==> src/rtl/mbx_boot_pkg.sv <==
package mbx_boot_pkg;

    typedef enum logic [3:0] {
        ST_IDLE,
        ST_REQ_RD,
        ST_REQ_CHK,
        ST_SCAN,
        ST_BSY_RD,
        ST_BSY_CHK,
        ST_OPEN,
        ST_CMD,
        ST_FIN,
        ST_DONE,
        ST_HALT,
        ST_ERR
    } boot_state_e;

    // Action to take once the busy poll reads clear
    typedef enum logic [1:0] {
        PD_OPEN,
        PD_BURST,
        PD_FIN
    } pend_e;

    localparam logic [7:0] START_REQ  = 8'h1F;
    localparam logic [7:0] FINISH_CMD = 8'h1F;
    localparam logic [7:0] WRITE_CMD  = 8'hA0;

endpackage

==> src/rtl/mbx_boot_timer.sv <==
module mbx_boot_timer #(
    parameter int TW = 16
) (
    input  logic          clk,
    input  logic          rst_n,
    input  logic          clr,
    input  logic          tick,
    input  logic [TW-1:0] limit,
    output logic          expired
);

    logic [TW-1:0] cnt;

    always_ff @(posedge clk) begin
        if (!rst_n || clr) begin
            cnt <= '0;
        end else if (tick) begin
            cnt <= cnt + TW'(1);
        end
    end

    assign expired = (cnt >= limit);

endmodule

==> src/rtl/mbx_boot_burst.sv <==
module mbx_boot_burst #(
    parameter int MAX_BURST = 15,
    parameter int CW        = 4
) (
    input  logic          clk,
    input  logic          rst_n,
    input  logic          inc,
    input  logic          clr,
    output logic [CW-1:0] count,
    output logic          last
);

    always_ff @(posedge clk) begin
        if (!rst_n || clr) begin
            count <= '0;
        end else if (inc) begin
            count <= count + CW'(1);
        end
    end

    // The word being added now fills the burst
    assign last = (count == CW'(MAX_BURST - 1));

endmodule

==> src/rtl/mbx_boot_seq.sv <==
module mbx_boot_seq
    import mbx_boot_pkg::*;
#(
    parameter int             AW        = 8,
    parameter int             DW        = 16,
    parameter int             IMG_DEPTH = 64,
    parameter int             MAX_BURST = 15,
    parameter int             TW        = 16,
    parameter int             BUSY_BIT  = 7,
    parameter logic [AW-1:0]  CMD_ADDR  = 8'h40,
    parameter logic [AW-1:0]  STAT_ADDR = 8'h41,
    parameter logic [AW-1:0]  REQ_ADDR  = 8'h42,
    parameter logic [AW-1:0]  DATA_BASE = 8'h20,
    localparam int            IAW       = $clog2(IMG_DEPTH + 1),
    localparam int            CW        = $clog2(MAX_BURST + 1)
) (
    input  logic           clk,
    input  logic           rst_n,
    output logic [AW-1:0]  bus_addr,
    output logic [DW-1:0]  bus_wdata,
    output logic           bus_wr,
    output logic           bus_rd,
    input  logic [DW-1:0]  bus_rdata,
    output logic [IAW-1:0] img_idx,
    input  logic           img_present,
    input  logic           img_is_data,
    input  logic [DW-1:0]  img_word,
    input  logic [TW-1:0]  timeout_lim,
    output logic           boot_done,
    output logic           boot_err
);

    boot_state_e    state, state_n;
    pend_e          pend, pend_n;
    logic [IAW-1:0] idx, idx_n;
    logic           opened, opened_n;
    logic           b_inc, b_clr, b_last;
    logic [CW-1:0]  b_cnt;
    logic           t_clr, t_tick, t_exp;
    logic           busy, scan_end, scan_wr;

    mbx_boot_burst #(.MAX_BURST(MAX_BURST), .CW(CW)) u_burst (
        .clk   (clk),
        .rst_n (rst_n),
        .inc   (b_inc),
        .clr   (b_clr),
        .count (b_cnt),
        .last  (b_last)
    );

    mbx_boot_timer #(.TW(TW)) u_timer (
        .clk     (clk),
        .rst_n   (rst_n),
        .clr     (t_clr),
        .tick    (t_tick),
        .limit   (timeout_lim),
        .expired (t_exp)
    );

    assign img_idx  = idx;
    assign busy     = bus_rdata[BUSY_BIT];
    assign scan_end = (idx == IAW'(IMG_DEPTH)) || img_is_data;
    assign scan_wr  = (state == ST_SCAN) && !scan_end && img_present && opened;
    assign t_clr    = (state != ST_BSY_RD) && (state != ST_BSY_CHK);

    // State register
    always_ff @(posedge clk) begin
        if (!rst_n) begin
            state  <= ST_IDLE;
            pend   <= PD_FIN;
            idx    <= '0;
            opened <= 1'b0;
        end else begin
            state  <= state_n;
            pend   <= pend_n;
            idx    <= idx_n;
            opened <= opened_n;
        end
    end

    // Transitions
    always_comb begin
        state_n  = state;
        pend_n   = pend;
        idx_n    = idx;
        opened_n = opened;
        b_inc    = 1'b0;
        b_clr    = 1'b0;
        t_tick   = 1'b0;
        unique case (state)
            ST_IDLE:    state_n = ST_REQ_RD;
            ST_REQ_RD:  state_n = ST_REQ_CHK;
            ST_REQ_CHK: state_n = (bus_rdata == DW'(START_REQ)) ? ST_SCAN : ST_REQ_RD;
            ST_SCAN: begin
                if (scan_end) begin
                    pend_n  = (b_cnt != '0) ? PD_BURST : PD_FIN;
                    state_n = ST_BSY_RD;
                end else if (!img_present) begin
                    idx_n = idx + IAW'(1);
                    if (b_cnt != '0) begin
                        pend_n  = PD_BURST;
                        state_n = ST_BSY_RD;
                    end
                end else if (!opened) begin
                    pend_n  = PD_OPEN;
                    state_n = ST_BSY_RD;
                end else begin
                    idx_n = idx + IAW'(1);
                    b_inc = 1'b1;
                    if (b_last) begin
                        pend_n  = PD_BURST;
                        state_n = ST_BSY_RD;
                    end
                end
            end
            ST_BSY_RD:  state_n = ST_BSY_CHK;
            ST_BSY_CHK: begin
                if (busy) begin
                    if (t_exp) begin
                        state_n = ST_ERR;
                    end else begin
                        t_tick  = 1'b1;
                        state_n = ST_BSY_RD;
                    end
                end else begin
                    unique case (pend)
                        PD_OPEN:  state_n = ST_OPEN;
                        PD_BURST: state_n = ST_CMD;
                        default:  state_n = ST_FIN;
                    endcase
                end
            end
            ST_OPEN: begin
                opened_n = 1'b1;
                state_n  = ST_SCAN;
            end
            ST_CMD: begin
                b_clr    = 1'b1;
                opened_n = 1'b0;
                state_n  = ST_SCAN;
            end
            ST_FIN:  state_n = ST_DONE;
            ST_DONE: state_n = ST_HALT;
            ST_HALT: state_n = ST_HALT;
            ST_ERR:  state_n = ST_ERR;
            default: state_n = ST_IDLE;
        endcase
    end

    // Outputs
    always_comb begin
        bus_addr  = '0;
        bus_wdata = '0;
        bus_wr    = 1'b0;
        bus_rd    = 1'b0;
        boot_done = 1'b0;
        boot_err  = 1'b0;
        unique case (state)
            ST_REQ_RD: begin
                bus_rd   = 1'b1;
                bus_addr = REQ_ADDR;
            end
            ST_BSY_RD: begin
                bus_rd   = 1'b1;
                bus_addr = STAT_ADDR;
            end
            ST_SCAN: begin
                if (scan_wr) begin
                    bus_wr    = 1'b1;
                    bus_addr  = DATA_BASE + AW'(b_cnt) + AW'(1);
                    bus_wdata = img_word;
                end
            end
            ST_OPEN: begin
                bus_wr    = 1'b1;
                bus_addr  = DATA_BASE;
                bus_wdata = DW'(idx);
            end
            ST_CMD: begin
                bus_wr    = 1'b1;
                bus_addr  = CMD_ADDR;
                bus_wdata = DW'(WRITE_CMD | 8'(b_cnt));
            end
            ST_FIN: begin
                bus_wr    = 1'b1;
                bus_addr  = CMD_ADDR;
                bus_wdata = DW'(FINISH_CMD);
            end
            ST_DONE: boot_done = 1'b1;
            ST_ERR:  boot_err  = 1'b1;
            default: ;
        endcase
    end

endmodule

==> config.mk <==
export PLATFORM = sky130hd
export DESIGN_NAME = mbx_boot_seq
export DESIGN_NICKNAME = d
export VERILOG_FILES = /design/src/rtl/mbx_boot_pkg.sv /design/src/rtl/mbx_boot_timer.sv /design/src/rtl/mbx_boot_burst.sv /design/src/rtl/mbx_boot_seq.sv
export SDC_FILE = /design/constraint.sdc
export NUM_CORES = 1
export LEC_CHECK = 0
export BUFFER_PORTS_ARGS = -buffer_cell sky130_fd_sc_hd__buf_4
export CAP_MARGIN = 40
export CORE_ASPECT_RATIO = 0.7
export CORE_MARGIN = 2
export CORE_UTILIZATION = 29
export CTS_CLUSTER_DIAMETER = 60
export DETAILED_ROUTE_END_ITERATION = 10
export PLACE_DENSITY = 0.56
export REMOVE_ABC_BUFFERS = 1
export SYNTH_ARGS = -nofsm -noshare
export SYNTH_HDL_FRONTEND = slang
export SYNTH_SLANG_ARGS = --single-unit
==> constraint.sdc <==
create_clock -name clk -period 3.4 [get_ports clk]
set_input_delay 0.68 -clock clk [delete_from_list [all_inputs] [get_ports clk]]
set_output_delay 0.68 -clock clk [all_outputs]
set_load 0.02 [all_outputs]
==> metrics.md <==
| Metric | Value |
|---|---|
| EDFF count, synth | 0 |
| CP required | 2720 ps |
| Register area share after synthesis | 25.2% |
| Sequential Power Share | 38.0% |
| HP Start | pend[0] |
| Max_slew headroom | 58.3% |
| DRC | 0 |
| FFs w/ async S/R, synth | 0% |
| WP data arrival | 2180 ps |
| IO Pins | 87 |
| GP Congestion | 0.784 |
| Root buffer cell | clkbuf_16 |
| WHS Endpoint | pend[0] |
| Top_reg_cell synth | dfxtp_1 |
| Net Switching | 0.253 mW |
| Starting density of the core | 29.8% |
| Rows | 29 |
| Commonest non-fill, non-tap cell in the layout | buf_4 |
| Final antenna diode count | 0 |
| # nets final | 502 |
| First-pass GRT wire length | 12.9 mm |
| Commonest non-fill, non-tap cells in the layout | buf_4 (93), nand2_1 (37), dfxtp_1 (34) |
| Synthesized area | 2700 um2 |
| Cell Pwr Density | 294 nW/um2 |
| Slew Viols, Final | 0 |
| Fmax | 350 MHz |
| Hold Crit Class | reg -> reg |
| Via count | 2,790 |
| Seq cells post-synth | 34 |
| Clock skew | 7.12 ps |
| TritonCTS clock tree | built |
| Least-Margin Pin Slew | 618 ps |
| Worst path cell trace | inv_1 > ha_1 > nor2b_1 > a21oi_1 > nand4_1 > nor2_1 > buf_4 |
| Clk slew on worst S/H paths | 60 ps |
| Largest stage delay, worst path | 370 ps |
| Final global-route overflow total | 0 |
| Post-route insts no fill | 553 |
| Vias per cell | 5.05 |
| CTS resizes | 0 |
| RSZ-0062 raised after global routing | false |
| Clk network pwr share | 49.8% |
| CP max FO | 5 |
| Routed WL per cell | 13.9 um |
| HPWL Detailed | 6.11 mm |
| TritonCTS Sinks | 34 |
| Largest net degree at the start of global routing | 22 |
| Gate power share | 12.3% |
| YS warnings | 0 |
| Critical path type | reg -> out |
| Int Power | 0.816 mW |
| Die width | 119 um |
| Crit path launch type | register |
| Util after Layout | 40.1% |
| Critical Path End Type | output port |
| Max Cap Viol | 0 |
| Netlist cell types | 60 |
| R2R cell count | 8 |
| R2R setup slack | 980 ps |
| Mean Syn Cell Area | 7.79 um2 |
| # hold bufs at CTS | 0 |
| Worst vdd ir | 0.158 mV |
| DRT antenna net count | 0 |
| Gr usage total | 15.5% |
| Initial DRC count | 180 |
| Clock Latency Late Sink | 280 ps |
| H-tree depth | 2 |
| Clock Path Buffers | 2 |
| Status | completed |
| Drt first pass iters | 4 |
| Core ar. | 9070 um2 |
| Routed Wire Length | 7.69 mm |
| Antenna violations before repair | 0 |
| Final period util | 84.1% |
| Num CTS Buffers | 5 |
| Cell count after placement | 545 |
| CP max stage cell | dfxtp_1 |
| Sw Share | 23.7% |
| Min Tclk post-route | 2860 ps |
| Setup Buffers After CTS | 0 |
| Die height | 84.8 um |
| Layout cells sized above 1 | 28.4% |
| Final setup vio count | 0 |
| FF-to-FF End | u_timer.cnt[2] |
| Static leakage | 1.60 nW |
| Final hold vios | 0 |
| Die area | 10,100 um2 |
| IO Port Bufs | 85 |
| Hold depth | 2 |
| Vias in the first global route | 2,653 |
| Mapped Cells | 347 |
| Area grow syn2layout | 34.7% |
| Worst reg2reg startpoint | u_timer.cnt[0] |
-- registers in the layout (all words and copies together), names as in the netlist --
register / cells
img_idx: 7
opened: 1
pend: 2
state: 4
u_burst.count: 4
u_timer.cnt: 16
-- power groups by stage --
stage | Combinational (mW) | Clock [mW] | Sequential [mW]
after floorplan | 0.0524 | 0 | 0.416
after global placement | 0.130 | 0 | 0.415
after detailed placement | 0.131 | 0 | 0.415
after CTS | 0.131 | 0.538 | 0.406
after global routing | 0.144 | 0.556 | 0.406
final | 0.131 | 0.532 | 0.406
-- how the worst max path moves through the flow --
stage	end	cells after the start	startpoint	slack, ps
2_1_floorplan	bus_addr[4]	6	img_idx[0]	-510
3_3_place_gp	u_timer.cnt[15]	9	timeout_lim[0]	660
3_5_place_dp	u_timer.cnt[2]	8	timeout_lim[0]	630
4_1_cts	bus_addr[3]	7	img_idx[0]	540
5_1_grt	bus_addr[3]	6	state[1]	330
6_report	bus_addr[3]	7	img_idx[0]	540
-- per-stage QoR --
stage               total power [mW]  area [um2]  hold slack (ps)  setup TNS (ps)  setup slack [ps]
floorplan                      0.468        2610              441           -6320              -506
CTS                             1.07        3640              487               0               542
finish                          1.07        3640              488               0               540
global route                    1.11        3640              524               0               333
global placement               0.545        3470              478               0               657
detailed placement             0.545        3470              479               0               632
-- kinds of logic (layout without fill, tap and decap cells) --
kind of cell / Yosys count / after routing / synth area share, %
XOR/XNOR: 13 / 13 / 4.21
other: 1 / 1 / 0.139
buffers and inverters: 49 / 131 / 7.50
adder cells (fa/ha/maj): 22 / 22 / 10.2
AO/OA/AOI/OAI: 77 / 77 / 20.6
multiplexers: 6 / 6 / 2.31
AND/OR/NAND/NOR: 145 / 145 / 29.8
flip-flops: 34 / 34 / 25.2
-- critical path, delay by kind of cell, from the launching register on --
| kind | cells | cell delay [ps] |
|---|---|---|
| flip-flops | 1 | 370 |
| adder cells (fa/ha/maj) | 1 | 210 |
| AO/OA/AOI/OAI | 1 | 350 |
| AND/OR/NAND/NOR | 3 | 690 |
| buffers and inverters | 2 | 290 |
-- metal layers --
| metal | track usage, % | part of all wire, % | vias to the layer above |
|---|---|---|---|
| met1 | 23.0 | 52 | 1319 |
| met3 | 3.33 | 5.5 | 5 |
| met4 | 3.74 | 0.59 | 0 |
| li1 | - | - | 1402 |
| met5 | 0 | 0 | - |
| met2 | 22.6 | 42 | 64 |
-- synthesized netlist by cell type (2+ instances only) --
library cell  instances  area, um2
a31oi_1               3       18.8
nor3_1                6       30.0
nand3_1               9       45.0
nand4_1              14       87.6
buf_1                 2       7.51
a21oi_1              24        120
a211oi_1              3       22.5
a32o_1                3       30.0
and3_1                6       37.5
mux2i_1               4       40.0
dfxtp_1              34        681
nor2b_1               6       37.5
nor4_1                5       31.3
and4_1                2       17.5
mux2_2                2       22.5
nor4b_1               2       17.5
nand2b_1              3       18.8
buf_2                 5       25.0
clkbuf_1              9       33.8
a21bo_2               3       30.0
xnor2_1               9       78.8
xor2_1                4       35.0
ha_1                 22        275
a221o_1               4       40.0
o21bai_1              3       22.5
a31o_2                6       52.6
and2_1               14       87.6
o211ai_1              3       22.5
nand3b_1              4       30.0
a211o_1               2       17.5
a41o_1                2       20.0
nor2_1               26       97.6
o21ai_0              12       60.1
nand2_1              37        139
inv_1                29        109
-- cell type report --
cell class	instances	area, um2
clock buffers	5	125
clock inverters	3	45.0
fillers	949	5430
inverters	30	113
multi-input cells	264	1820
flip-flops and latches	34	681
well taps	124	155
repair buffers	93	698
(Power assumes the default switching activity.)
